[config.mk]
export PLATFORM = sky130hd
export DESIGN_NAME = udt_timer
export DESIGN_NICKNAME = d
export VERILOG_FILES = /design/src/rtl/udt_pkg.sv /design/src/rtl/udt_tick_gen.sv /design/src/rtl/udt_counter.sv /design/src/rtl/udt_capture.sv /design/src/rtl/udt_timer.sv
export SDC_FILE = /design/constraint.sdc
export NUM_CORES = 1
export LEC_CHECK = 0
export CORE_UTILIZATION = 44
export DETAILED_ROUTE_END_ITERATION = 12
export PLACE_DENSITY = 0.71
export SLEW_MARGIN = 20
export SYNTH_ARGS = -nofsm -noshare
export SYNTH_HDL_FRONTEND = slang
export SYNTH_SLANG_ARGS = --single-unit
[constraint.sdc]
create_clock -name clk -period 2.77 [get_ports clk]
set_clock_uncertainty 0.1 [all_clocks]
set_input_delay 0.554 -clock clk [delete_from_list [all_inputs] [get_ports clk]]
set_output_delay 0.554 -clock clk [all_outputs]
set_load 0.005 [all_outputs]
[src/rtl/udt_pkg.sv]
package udt_pkg;

    localparam int CNT_W  = 16;
    localparam int ADDR_W = 5;
    localparam int N_EVT  = 16;
    localparam int N_SRC  = 3;
    localparam int SYNC_N = 2;
    localparam int PRE_W  = 15;
    localparam int SEL_W  = $clog2(N_EVT);

    typedef enum logic [1:0] {
        SRC_BUS = 2'd0,
        SRC_SYS = 2'd1,
        SRC_LF  = 2'd2,
        SRC_HF  = 2'd3
    } src_e;

    typedef struct packed {
        logic [2:0]       rsv;
        logic             cap_en;
        logic [SEL_W-1:0] ev_sel;
        logic             ack_reload;
        src_e             src;
        logic             run;
        logic             periodic;
        logic             up;
        logic [1:0]       pre_sel;
    } ctrl_t;

    localparam ctrl_t CTRL_RST = ctrl_t'(16'h000A);

    localparam logic [ADDR_W-1:0] A_LOAD  = 5'h00;
    localparam logic [ADDR_W-1:0] A_VALUE = 5'h04;
    localparam logic [ADDR_W-1:0] A_CTRL  = 5'h08;
    localparam logic [ADDR_W-1:0] A_ACK   = 5'h0C;
    localparam logic [ADDR_W-1:0] A_CAP   = 5'h10;
    localparam logic [ADDR_W-1:0] A_STAT  = 5'h1C;

    function automatic logic [PRE_W-1:0] pre_limit(input logic [1:0] sel);
        case (sel)
            2'd0:    return PRE_W'(0);
            2'd1:    return PRE_W'(15);
            2'd2:    return PRE_W'(255);
            default: return PRE_W'(32767);
        endcase
    endfunction

endpackage

[src/rtl/udt_tick_gen.sv]
module udt_tick_gen
    import udt_pkg::*;
#(
    parameter int NS = N_SRC,
    parameter int SS = SYNC_N
) (
    input  logic          clk,
    input  logic          rst,
    input  logic          run,
    input  logic          restart,
    input  src_e          src,
    input  logic [1:0]    pre_sel,
    input  logic [NS-1:0] ext_clk,
    output logic          step
);

    logic [NS-1:0]    rise;
    logic             tick;
    logic [PRE_W-1:0] pre_q;
    logic [PRE_W-1:0] limit;
    logic             at_limit;

    for (genvar g = 0; g < NS; g++) begin : g_sync
        logic [SS-1:0] sh_q;
        logic          last_q;
        always_ff @(posedge clk) begin
            if (rst) begin
                sh_q   <= '0;
                last_q <= 1'b0;
            end else begin
                sh_q   <= {sh_q[SS-2:0], ext_clk[g]};
                last_q <= sh_q[SS-1];
            end
        end
        assign rise[g] = sh_q[SS-1] & ~last_q;
    end

    always_comb begin
        case (src)
            SRC_BUS: tick = 1'b1;
            SRC_SYS: tick = rise[0];
            SRC_LF:  tick = rise[1];
            default: tick = rise[NS-1];
        endcase
    end

    assign limit    = pre_limit(pre_sel);
    assign at_limit = (pre_q >= limit);
    assign step     = run & tick & at_limit;

    always_ff @(posedge clk) begin
        if (rst || !run || restart) begin
            pre_q <= '0;
        end else if (tick) begin
            pre_q <= at_limit ? '0 : pre_q + 1'b1;
        end
    end

    // steps never come back to back when the divider is above one
    p_spacing_r6: assert property (@(posedge clk) disable iff (rst)
        (step && pre_sel != 2'd0) |=> !step);

endmodule

[src/rtl/udt_counter.sv]
module udt_counter
    import udt_pkg::*;
#(
    parameter int W = CNT_W
) (
    input  logic         clk,
    input  logic         rst,
    input  logic         step,
    input  logic         up,
    input  logic         periodic,
    input  logic         reload_now,
    input  logic [W-1:0] load_val,
    output logic [W-1:0] cnt,
    output logic         timeout
);

    logic [W-1:0] cnt_q;
    logic         at_end;

    assign at_end  = up ? (cnt_q == {W{1'b1}}) : (cnt_q == '0);
    assign timeout = step & at_end;
    assign cnt     = cnt_q;

    always_ff @(posedge clk) begin
        if (rst) begin
            cnt_q <= '0;
        end else if (reload_now) begin
            cnt_q <= load_val;
        end else if (step) begin
            if (at_end && periodic) cnt_q <= load_val;
            else if (up)            cnt_q <= cnt_q + 1'b1;
            else                    cnt_q <= cnt_q - 1'b1;
        end
    end

    p_down_step_r3: assert property (@(posedge clk) disable iff (rst)
        (step && !up && !reload_now && cnt_q != '0) |=> cnt_q == $past(cnt_q) - 1'b1);

    p_up_step_r4: assert property (@(posedge clk) disable iff (rst)
        (step && up && !reload_now && cnt_q != {W{1'b1}}) |=> cnt_q == $past(cnt_q) + 1'b1);

    p_periodic_reload_r5: assert property (@(posedge clk) disable iff (rst)
        (timeout && periodic && !reload_now) |=> cnt_q == $past(load_val));

    p_hold_r6: assert property (@(posedge clk) disable iff (rst)
        (!step && !reload_now) |=> $stable(cnt_q));

endmodule

[src/rtl/udt_capture.sv]
module udt_capture
    import udt_pkg::*;
#(
    parameter int W  = CNT_W,
    parameter int NE = N_EVT
) (
    input  logic                  clk,
    input  logic                  rst,
    input  logic                  en,
    input  logic [$clog2(NE)-1:0] sel,
    input  logic [NE-1:0]         events,
    input  logic [W-1:0]          cnt,
    input  logic                  rd_clr,
    output logic [W-1:0]          cap,
    output logic                  flag
);

    logic         fire;
    logic [W-1:0] cap_q;
    logic         flag_q;

    assign fire = en & events[sel];
    assign cap  = cap_q;
    assign flag = flag_q;

    always_ff @(posedge clk) begin
        if (rst) begin
            cap_q  <= '0;
            flag_q <= 1'b0;
        end else begin
            if (fire) cap_q <= cnt;
            if (fire)        flag_q <= 1'b1;
            else if (rd_clr) flag_q <= 1'b0;
        end
    end

    p_capture_r11: assert property (@(posedge clk) disable iff (rst)
        (en && events[sel]) |=> (cap_q == $past(cnt)) && flag_q);

    p_flag_clear_r11: assert property (@(posedge clk) disable iff (rst)
        (rd_clr && !(en && events[sel])) |=> !flag_q);

endmodule

[src/rtl/udt_timer.sv]
module udt_timer
    import udt_pkg::*;
(
    input  logic              clk,
    input  logic              rst,
    input  logic              bus_en,
    input  logic              bus_wr,
    input  logic [ADDR_W-1:0] bus_addr,
    input  logic [15:0]       bus_wdata,
    output logic [15:0]       bus_rdata,
    input  logic [N_SRC-1:0]  ext_clk,
    input  logic [N_EVT-1:0]  events,
    output logic              irq
);

    ctrl_t            ctrl_q, ctrl_n;
    logic [CNT_W-1:0] ld_q, pend_q, val1_q, val2_q, cnt, cap;
    logic             pend_v_q, sta_to_q, cap_flag, step, timeout;
    logic             wr, rd, ld_wr, ctrl_wr, ack_wr, cap_rd, reload_now;
    logic [15:0]      rdata_q;
    logic [1:0]       age_q;

    assign wr         = bus_en & bus_wr;
    assign rd         = bus_en & ~bus_wr;
    assign ld_wr      = wr & (bus_addr == A_LOAD);
    assign ctrl_wr    = wr & (bus_addr == A_CTRL);
    assign ack_wr     = wr & (bus_addr == A_ACK) & bus_wdata[0];
    assign cap_rd     = rd & (bus_addr == A_CAP);
    assign reload_now = ack_wr & ctrl_q.periodic & ctrl_q.ack_reload;

    always_comb begin
        ctrl_n     = ctrl_t'(bus_wdata);
        ctrl_n.rsv = '0;
    end

    udt_tick_gen i_tick (
        .clk     (clk),
        .rst     (rst),
        .run     (ctrl_q.run),
        .restart (reload_now),
        .src     (ctrl_q.src),
        .pre_sel (ctrl_q.pre_sel),
        .ext_clk (ext_clk),
        .step    (step)
    );

    udt_counter i_cnt (
        .clk        (clk),
        .rst        (rst),
        .step       (step),
        .up         (ctrl_q.up),
        .periodic   (ctrl_q.periodic),
        .reload_now (reload_now),
        .load_val   (ld_q),
        .cnt        (cnt),
        .timeout    (timeout)
    );

    udt_capture i_cap (
        .clk    (clk),
        .rst    (rst),
        .en     (ctrl_q.cap_en),
        .sel    (ctrl_q.ev_sel),
        .events (events),
        .cnt    (cnt),
        .rd_clr (cap_rd),
        .cap    (cap),
        .flag   (cap_flag)
    );

    always_ff @(posedge clk) begin
        if (rst) begin
            ctrl_q   <= CTRL_RST;
            ld_q     <= '0;
            pend_q   <= '0;
            pend_v_q <= 1'b0;
            sta_to_q <= 1'b0;
            val1_q   <= '0;
            val2_q   <= '0;
            age_q    <= '0;
        end else begin
            if (ctrl_wr) ctrl_q <= ctrl_n;
            if (timeout) begin
                if (ld_wr) begin
                    pend_q   <= bus_wdata;
                    pend_v_q <= 1'b1;
                end
            end else if (ld_wr) begin
                ld_q     <= bus_wdata;
                pend_v_q <= 1'b0;
            end else if (pend_v_q) begin
                ld_q     <= pend_q;
                pend_v_q <= 1'b0;
            end
            if (timeout)     sta_to_q <= 1'b1;
            else if (ack_wr) sta_to_q <= 1'b0;
            val1_q <= cnt;
            val2_q <= val1_q;
            if (age_q != 2'd2) age_q <= age_q + 1'b1;
        end
    end

    always_ff @(posedge clk) begin
        if (rst) begin
            rdata_q <= '0;
        end else if (rd) begin
            case (bus_addr)
                A_LOAD:  rdata_q <= ld_q;
                A_VALUE: rdata_q <= val2_q;
                A_CTRL:  rdata_q <= ctrl_q;
                A_CAP:   rdata_q <= cap;
                A_STAT:  rdata_q <= {14'b0, cap_flag, sta_to_q};
                default: rdata_q <= '0;
            endcase
        end
    end

    assign bus_rdata = rdata_q;
    assign irq       = sta_to_q;

    p_irq_set_r8: assert property (@(posedge clk) disable iff (rst)
        timeout |=> irq);

    p_irq_clear_r8: assert property (@(posedge clk) disable iff (rst)
        (ack_wr && !timeout) |=> !irq);

    p_defer_hold_r10: assert property (@(posedge clk) disable iff (rst)
        (timeout && ld_wr) |=> $stable(ld_q));

    p_defer_apply_r10: assert property (@(posedge clk) disable iff (rst)
        (timeout && ld_wr) ##1 (!timeout && !ld_wr) |=> ld_q == $past(bus_wdata, 2));

    p_value_lag_r12: assert property (@(posedge clk) disable iff (rst)
        (age_q == 2'd2) |-> val2_q == $past(cnt, 2));

    p_ack_reload_r9: assert property (@(posedge clk) disable iff (rst)
        reload_now |=> cnt == $past(ld_q));

endmodule

==> summary.md, run 1 <==
| Metric | Value |
|---|---|
| Tmin final | `roughly 2.7 ns` |
| First-pass GRT wire length | `approximately 28,000 um` |
| Yosys Warn Count | `0` |
| Clock Path Buffers | `2` |
| Ys async rst share | `0%` |
| Peak Freq | `370 MHz` |
| Worst skew pair latency | `0.43 ns` |
| Power Density | `around 520 nW/um^2` |
| VDD IR max | `~0.49 mV` |
| Post-detailed-route count of antenna-violating nets | `0` |
| Post-synthesis sequential area ratio | `42.8%` |
| Non-Filler Instances | `1,079` |
| Commonest non-fill, non-tap cell in the layout | `dfxtp_1` |
| Top-area cell type share of the netlist area | `approximately 43%` |
| Die area | `16,700 um^2` |
| CP Launch Type | `register` |
| Cell Area, Placed | `about 8300 um^2` |
| Mapped Area | `7110 um^2` |
| Post-route cell area | `9050 um^2` |
| Post-Route WL | `between 15,000 and 20,000 um` |
| Port bufs | `60` |
| Final period util | `between 90% and 100%` |
| Hold_buf cts | `0` |
| Cell Rows | `46` |
| Worst-margin pin slew | `0.739 ns` |
| Largest cells by area after synthesis | `dfxtp_1 (43%), mux2i_1 (11%), nor2_1 (6.4%)` |
| Slew headroom | `50.4%` |
| Detailed Place HPWL | `between 10,000 and 15,000 um` |
| Initial antenna violation count | `0` |
| Die span in x | `about 130 um` |
| Max-slew violations | `0` |
| Fin. Hold Viols | `0` |
| Leakage dissipation | `3.68 nW` |
| Ratio of cells with drive above 1 in the final layout | `about 15%` |
| Pre-antenna DRT Iters | `5` |
| Largest net degree at the start of global routing | `50` |
| Max Cap Violations | `0` |
| Initial Utilization | `between 40 and 50%` |
| Area Growth Syn to Fin | `27.3%` |
| Syn_area_per_cell | `9.43 um^2` |
| EDFF count, synth | `0` |
| Worst Setup Path Type | `reg2reg` |
| CTS sink cnt | `152` |
| Status | `finished clean` |
| Root Buffer | `clkbuf_16` |
| Worst endpoint data arrival time | `2.92 ns` |
| Num ports | `just over 60` |
| Post-Syn Instances | `about 750` |
| Ant diodes | `0` |
| RSZ-0062 raised after global routing | `true` |
| Type of the worst min-delay path | `reg2reg` |
| Via density per instance | `5.39` |
| Number of global-route vias before repair | `approximately 5,400` |
| GRT Overall Usage | `between 20% and 30%` |
| Drc violations | `0` |
| Gp weighted congestion | `about 0.84` |
| Via Count | `about 5,800` |
| Worst-path fanout max | `8` |
| Layout Nets | `921` |
| Net count after synthesis | `825` |
| Dpl cells | `1,044` |
| DIE HEIGHT | `between 100 and 150 um` |
| Register bit total from synthesis | `roughly 150` |
| Reg clk slew, reported paths | `0.07 ns` |
| Num CTS Buffers | `17` |
| H-tree levels | `4` |
| Req. time, crit path | `roughly 3.0 ns` |
| Routed WL per cell | `16.6 um` |
| Core Box Area | `between 15,000 and 20,000 um^2` |
| Endpoints failing setup | `0` |
| CTS tree | `yes` |
| DRT iter0 DRCs | `345` |
| Synth Flop Type | `dfxtp_1` |
| Largest area contributor in the netlist | `dfxtp_1` |
| Final-layout fill cell count | `1,370` |
| Yosys cell types | `60` |
| Most frequent cells in the layout | `dfxtp_1 (151), nor2_1 (122), mux2i_1 (81)` |
| Total gr overflow | `0` |
| Critical path endpoint category | `register` |
==> cell families after synthesis <==
kind of cell	Yosys count	synth area share, %
muxes	86	13.0
DFF	152	42.8
xor gates and xnor gates	29	3.57
and+or+nand+nor	269	18.4
AOI/OAI and AO/OA	141	14.1
adders and majority gates	27	4.86
buffers and inverters	50	3.20
==> synthesized netlist by cell type (5+ instances only) <==
library cell,n
a211oi_1,32
a21o_1,6
a21oi_1,24
a22oi_1,33
buf_2,10
clkbuf_1,30
dfxtp_1,152
ha_1,26
inv_1,5
mux2i_1,81
mux4_2,5
nand2_1,37
nand2b_1,7
nand3_1,14
nand4_1,5
nor2_1,122
nor2b_1,43
nor3_1,5
nor4_1,6
o211ai_1,7
o21ai_0,14
xnor2_1,10
xor2_1,19
==> what timing repair did <==
action	4_1_cts	5_1_grt
cloned	0	1
buffers inserted	0	2
resized for setup	2	15
pin swaps	0	4
endpoints found under the hold margin	0	0
endpoints found under the setup margin	2	26
==> critical path: stages, from the launching register on <==
cell and delay [ns]:
dfxtp_1 0.34, inv_2 0.09, ha_1 0.31, a2111oi_1 0.41
o21ai_1 0.17, a221oi_2 0.34, buf_4 0.18, o2111ai_1 0.14
a21oi_1 0.26, xnor2_1 0.14, o21ai_0 0.09
==> state kept, by name, indices dropped and copies added (netlist names) <==
signal                flops
ctrl_q                   13
ld_q                     16
irq                       1
pend_v_q                  1
val1_q                   16
val2_q                   16
i_cap.cap                16
i_tick.g_sync.sh_q        6
i_cap.flag                1
i_tick.pre_q             15
pend_q                   16
bus_rdata                16
i_cnt.cnt                16
i_tick.g_sync.last_q      3
==> where the power goes <==
group | switching, W | leakage [nW] | total (W) | internal, W
Combinational | 0.0000927 | 2.16 | 0.000192 | 0.0000996
Clock | 0.000995 | 0.290 | 0.00233 | 0.00134
Sequential | 0.00000539 | 1.22 | 0.00220 | 0.00219
==> layout make-up <==
class,count,area [um^2],area share [%]
clock buffers,20,467,5.16
well taps,216,270,2.99
inverters,6,22.5,0.249
multi-input cells,552,3950,43.6
repair buffers,121,1170,13.0
clock inverters,12,128,1.41
flip-flops and latches,152,3040,33.6
==> path summary, 6_finish.rpt <==
kind,from,endpoint,slack [ns],cells past startpoint
min,val1_q[5]$_SDFF_PP0_,val2_q[5]$_SDFF_PP0_,0.33,1
max reg2reg,ctrl_q[2]$_SDFFE_PP0P_,i_cnt.cnt[15]$_SDFFE_PP0P_,0.06,10
max,ctrl_q[2]$_SDFFE_PP0P_,i_cnt.cnt[15]$_SDFFE_PP0P_,0.06,10
min reg2reg,val1_q[5]$_SDFF_PP0_,val2_q[5]$_SDFF_PP0_,0.33,1
==> stage by stage <==
stage          power (W)  worst slack, ns  util, %  setup TNS, ns  hold slack [ns]
5_1_grt          0.00486          -0.0929     57.2         -0.153            0.345
6_report         0.00472           0.0643     57.2              0            0.334
4_1_cts          0.00475           0.0290     56.4              0            0.335
3_3_place_gp     0.00243          -0.0453     52.6         -0.124            0.316
3_5_place_dp     0.00244          -0.0669     52.6         -0.354            0.325
2_1_floorplan    0.00232           0.0505        -              0            0.314
==> routing by layer <==
metal	up-vias	track usage [%]	share of wire (%)
met4	0	10.4	3.1
met5	-	0	0
met2	158	34.3	44
li1	2907	-	-
met3	39	4.71	5.2
met1	2707	30.2	48
(Power assumes the default switching activity.)
==> run 2, diff against run 1 <==
- HOLD_SLACK_MARGIN: unset -> 0.08
==> results of run 2 <==
The final DEF is identical to that of run 1; final timing and power are the same.
